**src/rtl/wprot_pkg.sv**
```systemverilog
package wprot_pkg;
  typedef struct packed {
    logic       en;
    logic [1:0] size;
    logic       lock;
  } wp_cfg_t;

  localparam int CFG_W = $bits(wp_cfg_t);

  // lowest top-two-bit value that falls inside the protected region
  function automatic logic [1:0] region_floor(input logic [1:0] size);
    return ~size;
  endfunction
endpackage

```
**src/rtl/wprot_cfg_reg.sv**
```systemverilog
module wprot_cfg_reg
  import wprot_pkg::*;
#(
  parameter int CNT_W = 6
) (
  input  logic             clk,
  input  logic             rst_n,
  input  logic             wr_en,
  input  logic [7:0]       wr_data,
  input  logic [CNT_W-1:0] wr_count,
  output wp_cfg_t          cfg
);
  localparam logic [CNT_W-1:0] ONE_BYTE = CNT_W'(1);

  logic take;
  assign take = wr_en && (wr_count == ONE_BYTE) && !cfg.lock;

  always_ff @(posedge clk or negedge rst_n) begin
    if (!rst_n) cfg <= '0;
    else if (take) cfg <= wp_cfg_t'(wr_data[CFG_W-1:0]);
  end


  lock_freeze_chk: assert property (@(posedge clk) disable iff (!rst_n)
    $past(cfg.lock) |-> $stable(cfg));


  count_discard_chk: assert property (@(posedge clk) disable iff (!rst_n)
    (wr_en && wr_count != ONE_BYTE) |=> $stable(cfg));
endmodule

```
**src/rtl/wprot_range.sv**
```systemverilog
module wprot_range
  import wprot_pkg::*;
#(
  parameter int ADDR_W = 14
) (
  input  logic              clk,
  input  logic              rst_n,
  input  wp_cfg_t           cfg,
  input  logic [ADDR_W-1:0] addr,
  output logic              prot
);
  localparam int TOP = ADDR_W - 1;

  logic [1:0] quarter;

  generate
    if (ADDR_W >= 2) begin : g_wide
      assign quarter = addr[TOP -: 2];
    end else begin : g_narrow
      assign quarter = {addr[0], 1'b0};
    end
  endgenerate

  assign prot = cfg.en && (quarter >= region_floor(cfg.size));


  off_clear_chk: assert property (@(posedge clk) disable iff (!rst_n)
    !cfg.en |-> !prot);


  whole_array_chk: assert property (@(posedge clk) disable iff (!rst_n)
    (cfg.en && cfg.size == 2'b11) |-> prot);


  top_quarter_chk: assert property (@(posedge clk) disable iff (!rst_n)
    (cfg.en && quarter == 2'b11) |-> prot);
endmodule

```
**src/rtl/wprot_readback.sv**
```systemverilog
module wprot_readback
  import wprot_pkg::*;
(
  input  logic       clk,
  input  logic       rst_n,
  input  logic       rd_en,
  input  logic       busy,
  input  wp_cfg_t    cfg,
  output logic       rd_done,
  output logic       rd_ok,
  output logic [7:0] rd_data
);
  always_ff @(posedge clk or negedge rst_n) begin
    if (!rst_n) begin
      rd_done <= 1'b0;
      rd_ok   <= 1'b0;
      rd_data <= '0;
    end else begin
      rd_done <= rd_en;
      rd_ok   <= rd_en && !busy;
      rd_data <= (rd_en && !busy) ? {{(8 - CFG_W){1'b0}}, cfg} : 8'h00;
    end
  end


  busy_refuse_chk: assert property (@(posedge clk) disable iff (!rst_n)
    (rd_en && busy) |=> (rd_done && !rd_ok && rd_data == 8'h00));


  grant_chk: assert property (@(posedge clk) disable iff (!rst_n)
    (rd_en && !busy) |=> (rd_done && rd_ok && rd_data[7:4] == 4'h0));
endmodule

```
**src/rtl/wprot_guard.sv**
```systemverilog
module wprot_guard
  import wprot_pkg::*;
#(
  parameter int ADDR_W = 14,
  parameter int CNT_W  = 6
) (
  input  logic              clk,
  input  logic              rst_n,
  input  logic              wr_en,
  input  logic [7:0]        wr_data,
  input  logic [CNT_W-1:0]  wr_count,
  input  logic              rd_en,
  input  logic              wcyc_busy,
  output logic              rd_done,
  output logic              rd_ok,
  output logic [7:0]        rd_data,
  input  logic [ADDR_W-1:0] chk_addr,
  output logic              chk_prot
);
  wp_cfg_t cfg;

  wprot_cfg_reg #(.CNT_W(CNT_W)) cfg_i (
    .clk(clk), .rst_n(rst_n), .wr_en(wr_en), .wr_data(wr_data),
    .wr_count(wr_count), .cfg(cfg)
  );

  wprot_range #(.ADDR_W(ADDR_W)) range_i (
    .clk(clk), .rst_n(rst_n), .cfg(cfg), .addr(chk_addr), .prot(chk_prot)
  );

  wprot_readback read_i (
    .clk(clk), .rst_n(rst_n), .rd_en(rd_en), .busy(wcyc_busy), .cfg(cfg),
    .rd_done(rd_done), .rd_ok(rd_ok), .rd_data(rd_data)
  );


  repeat_read_chk: assert property (@(posedge clk) disable iff (!rst_n)
    ($past(rd_ok) && rd_ok && $stable(cfg)) |-> $stable(rd_data));
endmodule

```
**config.mk**
```make
export PLATFORM = sky130hd
export DESIGN_NAME = wprot_guard
export DESIGN_NICKNAME = d
export VERILOG_FILES = /design/src/rtl/wprot_pkg.sv /design/src/rtl/wprot_cfg_reg.sv /design/src/rtl/wprot_range.sv /design/src/rtl/wprot_readback.sv /design/src/rtl/wprot_guard.sv
export SDC_FILE = /design/constraint.sdc
export NUM_CORES = 1
export LEC_CHECK = 0
export BUFFER_PORTS_ARGS = -buffer_cell sky130_fd_sc_hd__buf_2
export CAP_MARGIN = 30
export CORE_AREA = 2 2 39 41
export CTS_CLUSTER_DIAMETER = 80
export DETAILED_ROUTE_END_ITERATION = 16
export DIE_AREA = 0 0 41 43
export GPL_TIMING_DRIVEN = 0
export PLACE_DENSITY = 0.77
export SLEW_MARGIN = 10
export SYNTH_ARGS = -nofsm -noshare
export SYNTH_HDL_FRONTEND = slang
export SYNTH_SLANG_ARGS = --single-unit
export TNS_END_PERCENT = 5
```
**constraint.sdc**
```tcl
create_clock -name clk -period 3.1 [get_ports clk]
set_input_delay 0.62 -clock clk [delete_from_list [all_inputs] [get_ports clk]]
set_output_delay 0.62 -clock clk [all_outputs]
set_load 0.03 [all_outputs]
```
==> results of run 1 <==
==> where the power goes <==
group	switching (mW)	internal, mW	total (mW)
Sequential	0.00618	0.141	0.147
Combinational	0.0320	0.0260	0.0580
Clock	0.0439	0.0713	0.115
==> cell families (layout without fill, tap and decap cells) <==
logic type | Yosys count | count (layout) | share of synthesized area
compound gates | 2 | 2 | 0.0298
other cells | 1 | 4 | 0.00812
fa+ha+maj | 2 | 2 | 0.0542
flops | 10 | 10 | 0.542
simple gates | 10 | 10 | 0.211
mux | 3 | 3 | 0.0732
buf+inv | 6 | 33 | 0.0813
==> worst max-delay path, stage by stage <==
cell,delay (ns)
buf_2,0.08
inv_1,0.03
ha_1,0.27
nand2b_1,0.15
a21oi_1,0.14
nor2b_1,0.06
buf_2,0.17
==> synthesized netlist by cell type <==
master and instances:
dfrtp_1 10, nand2_2 1, buf_4 4, and2_1 4, nor2b_1 2, mux2_1 3, a21oi_1 1, inv_1 2
nand2b_1 1, conb_1 1, a31o_1 1, ha_1 2, nor4b_4 2
==> registers in the layout, indices dropped and copies added (netlist names) <==
| name | flops |
|---|---|
| cfg_i.cfg | 4 |
| read_i.rd_data | 4 |
| read_i.rd_done | 1 |
| read_i.rd_ok | 1 |
==> metrics by stage <==
stage | instances | worst slack [ns] | instance area (µm²) | util
floorplan | 37 | 1.00 | 473 | -
global placement | 76 | 0.995 | 608 | 0.439
detailed placement | 76 | 0.976 | 608 | 0.439
CTS | 80 | 0.964 | 644 | 0.466
global route | 80 | 0.823 | 644 | 0.466
finish | 80 | 0.959 | 644 | 0.466
==> routing by layer <==
metal,part of all wire,up-vias
li1,-,163
met1,0.36,144
met2,0.54,12
met3,0.10,0
met4,0,0
met5,0,-
==> worst paths after layout <==
path	to	slack, ns
setup / recovery	chk_prot	0.96
hold / removal	read_i.rd_data[1]	0.20
setup reg to reg	cfg_i.cfg[3]	1.88
hold reg to reg	read_i.rd_data[1]	0.52
max in group asynchronous	read_i.rd_done	2.72
min in group clk	read_i.rd_done	0.48
==> final cells by class <==
cell class	instances	area (µm²)	area share
Sequential cell	10	250	0.388
Multi-Input combinational cell	21	185	0.287
Timing Repair Buffer	23	115	0.179
Clock buffer	4	36.3	0.0563
Buffer	4	30.0	0.0466
Tap cell	16	20.0	0.0311
Inverter	2	7.51	0.0117
==> results.md, run 1 <==
* Largest net degree at the start of global routing at 11
* Total power at 0.320 mW
* GRT met3 Usage at 0.0524
* Later-pin clock latency in the skew report at 0.26 ns
* Synth Register Bits at 10
* Share of cells above drive strength 1 at 0.531
* Reg-to-reg critical path startpoint: cfg_i.cfg[0]
* CTS Hold Bufs at 0
* Total grt overflow at 0
* Data required, critical path at 2.48 ns
* Initial antenna violation count at 0
* Total Routing Usage GR at 0.0932
* Most frequent cells in the layout: 23 x buf_2, 10 x dfrtp_1, 4 x and2_1, 4 x buf_4, 4 x conb_1
* Global routing usage on met2 at 0.153
* Initial Utilization at 0.334
* Synth Cell Area at 462 µm²
* Kind of critical path: in2out
* Fill cells at 126
* Clock Root Buffer: clkbuf_4
* Leakage power at 0.366 nW
* DRT Pass-1 Iters at 2
* Share of the synthesized area in the top cell type at 0.542
* Die W at 41 µm
* Crit path launch: chk_addr[12]
* Final wirelength at 708 µm
* Io pins at 44
* Avg Vias per Cell at 3.99
* Minimum clock period after layout at around 2.1 ns
* Final GP Congestion at 0.606
* Yosys warns at 0
* Setup TNS at 0 ns
* Clk slew on worst S/H paths at 0.07 ns
* Min Hold Slack at 0.199 ns
* Worst-path fanout max at 1
* Final Cycle Share at 0.691
* Status: completed
* Max Slew Vio Count at 0
* Drt first-iter violations at 9
* FP Rows at 14
* R2R depth at 3
* CTS Buf Count at 3
* Die area at 1760 µm²
* Post-synth top area cell: dfrtp_1
* Global-route wire length before repair at 1070 µm
* Die height at 43 µm
* CTS tree: yes
* Area Overhead vs Synth at 39.6%
* Maxcap violations at 0
* Max Clk Rate at around 470 MHz
* Hold Crit Class: in2async
* TritonCTS Sinks at 10
* Vias in the first global route at between 200 and 300
* Post-CTS Repair Setup Buffers at 0
* Remaining DRCs at 0
* Sequential-to-total area share from yosys stat at 0.542
* Top cells by area in the synthesized netlist: dfrtp_1 54%, nor4b_4 10%, mux2_1 7.3%, buf_4 6.5%, and2_1 5.4%
* Unique masters post-synth at 13
* CTS resizes at 0
* GR peak layer: met2
* VDD IR max at 0.201 mV
* Commonest non-fill, non-tap cell in the layout: buf_2
* DR vias at ~320
* Core area at 1380 µm²
* Maximum clock insertion buffer count at 2
* Final setup viols at 0
* Hold Violations, Final at 0
* Drt wl/cell at roughly 9 µm
* CP Capture Type: output pin
* Number of H-tree levels at 1
* Synth Instances at 34
* GR Util met1 at 0.0795
* Buffers on Ports at 23
* Clk_skew at between 0.001 and 0.0015 ns
* Layout net count at 100
* Final HPWL DP at about 620 µm
* Startpoint class of the critical path: input port
* Critical Path AT at 1.52 ns
* Antenna cells at 0
* Post-DRT Antenna Nets at 0
* PwrDens at 497 nW/µm²
* Avg Inst Size Synth at between 10 and 15 µm²
* RSZ-0062 raised after global routing: false
No activity file was read; power rests on OpenSTA's default activity.
==> run 2, diff against run 1 <==
- CORE_AREA: 2 2 39 41 -> 2 2 40 42
- DIE_AREA: 0 0 41 43 -> 0 0 42 44
- PLACE_DENSITY: 0.77 -> 0.73
- clock period: 3.1 -> 2.2 ns (I/O delays scaled with it)
==> run 2 against run 1 <==
  * Clock power increased by 39%
  * Flip-flop and latch count did not move
  * Global-route usage decreased by 0.94 points
  * Design area did not move
  * Utilization is 1.1 points lower
  * Critical path depth shrank 1
  * Hold slack got worse by 0.18 ns
  * Via count up 0.63%
  * Wire length fell by 0.42%
  * Sequential share of layout area unchanged
  * Critical endpoint unchanged
==> results.md, run 2 (synthesis gave the netlist of run 1 again) <==
* Final wirelength at 705 µm (-0.42%)
* Buffers on Ports at 23 (unchanged)
* Total Routing Usage GR at 0.0838 (-0.00944)
* Avg Vias per Cell at 4.01 (+0.63%)
* Total grt overflow at 0 (unchanged)
* Later-pin clock latency in the skew report at 0.26 ns (about the same)
* DR vias at 321 (+0.63%)
* Antenna cells at 0 (unchanged)
* CTS Hold Bufs at 0 (unchanged)
* TritonCTS Sinks at 10 (unchanged)
* Final setup viols at 0 (unchanged)
* Data required, critical path at 1.76 ns (-0.72 ns)
* CP Capture Type: output pin
* Clk slew on worst S/H paths at 0.06 ns (about the same)
* Final Util at 0.454 (-0.0115)
* Core area at 1420 µm² (+2.5%)
* Io pins at 44 (unchanged)
* Initial antenna violation count at 0 (unchanged)
* Hold Crit Class: in2async
* Drt first-iter violations at 3 (-6)
* Final HPWL DP at 597 µm (-3.5%)
* Vias in the first global route at 268 (-7.3%)
* RSZ-0062 raised after global routing: false
* Largest net degree at the start of global routing at 11 (unchanged)
* Maxcap violations at 0 (unchanged)
* Share of cells above drive strength 1 at 0.531 (unchanged)
* DRT Pass-1 Iters at 2 (unchanged)
* Leakage power at 0.366 nW (unchanged)
* Worst-path fanout max at 3 (+2)
* Final Cycle Share at 0.841
* FP Rows at 14 (unchanged)
* Total power at 0.448 mW (+40%)
* Global-route wire length before repair at 1080 µm (+0.65%)
* Max Slew Vio Count at 0 (unchanged)
* Crit-path max cell delay at 0.36 ns (+0.09 ns)
* Layout net count at 100 (unchanged)
* Initial Utilization at 0.325 (-0.00824)
* Worst setup margin at 0.350 ns (-0.609 ns)
* Die height at 44 µm (+2.3%)
* Setup TNS at 0 ns (unchanged)
* Kind of critical path: reg2out
* Post-CTS Repair Setup Buffers at 0 (unchanged)
* Number of H-tree levels at 1 (unchanged)
* CTS resizes at 0 (unchanged)
* CTS tree: yes
* Remaining DRCs at 0 (unchanged)
* Post-DRT Antenna Nets at 0 (unchanged)
* Most frequent cells in the layout: 23 x buf_2, 10 x dfrtp_1, 4 x and2_1, 4 x buf_4, 4 x conb_1
* Final GP Congestion at 0.670 (+11%)
* Startpoint class of the critical path: flip-flop
* Clock Root Buffer: clkbuf_4
* Dpl ws at 0.445 ns (-0.531 ns)
* Die W at 42 µm (+2.4%)
* Clk_skew at 0.00452 ns (+0.00328 ns)
* Design area at 644 µm² (unchanged)
* Minimum clock period after layout at 1.85 ns
* Post-DP Area at 608 µm² (unchanged)
* Slowest CP cell: dfrtp_1
* Crit-path cells: inv_1 -> ha_1 -> nand2b_1 -> a21oi_1 -> nor2b_1 -> buf_2
* CTS Buf Count at 3 (unchanged)
* Area Overhead vs Synth at 39.6% (unchanged)
* Drt wl/cell at 8.81 µm (-0.42%)
* Max Clk Rate at 541 MHz
* Maximum clock insertion buffer count at 2 (unchanged)
* Die area at 1850 µm² (+4.8%)
* PwrDens at 696 nW/µm² (+40%)
* Largest registers: cfg_i.cfg (4), read_i.rd_data (4)
* Hold Violations, Final at 0 (unchanged)
* Critical Path AT at 1.41 ns (-0.11 ns)
* Min Hold Slack at 0.0206 ns (-0.178 ns)
* VDD IR max at 0.303 mV (+51%)
* Status: completed
* Commonest non-fill, non-tap cell in the layout: buf_2
* DP Cell Count at 76 (unchanged)
* Post-route insts no fill at 80 (unchanged)
run 2: where the power goes:
group,internal [mW],switching (mW)
Combinational,0.0367,0.0447
Clock,0.100,0.0594
Sequential,0.198,0.00885
run 2: routing by layer:
metal,track usage,part of all wire,up-vias
met5,0,0,-
met4,0.0387,0,0
met1,0.0807,0.37,146
li1,-,-,163
met3,0.0542,0.079,0
met2,0.141,0.55,12
run 2: critical path, delay by kind of cell (launching register included):
| kind | cells | cell delay, ns |
|---|---|---|
| compound gates | 1 | 0.14 |
| fa+ha+maj | 1 | 0.26 |
| buf+inv | 2 | 0.22 |
| flops | 1 | 0.36 |
| simple gates | 2 | 0.19 |
run 2: path summary, 6_finish.rpt:
path                         startpoint                 to  slack, ns  cells after the start
setup / recovery           cfg_i.cfg[1]           chk_prot       0.35                      6
hold / removal                    rst_n  read_i.rd_data[2]       0.02                      1
setup reg to reg           cfg_i.cfg[0]       cfg_i.cfg[2]       0.96                      3
hold reg to reg            cfg_i.cfg[1]  read_i.rd_data[1]       0.51                      1
max in group asynchronous         rst_n       cfg_i.cfg[3]       1.99                      1
min in group clk                  rd_en     read_i.rd_done       0.29                      1
run 2: cell type report:
class | count | area [µm²]
Timing Repair Buffer | 23 | 115
Multi-Input combinational cell | 21 | 185
Sequential cell | 10 | 250
Fill cell | 134 | 774
Inverter | 2 | 7.51
Buffer | 4 | 30.0
Tap cell | 16 | 20.0
Clock buffer | 4 | 36.3
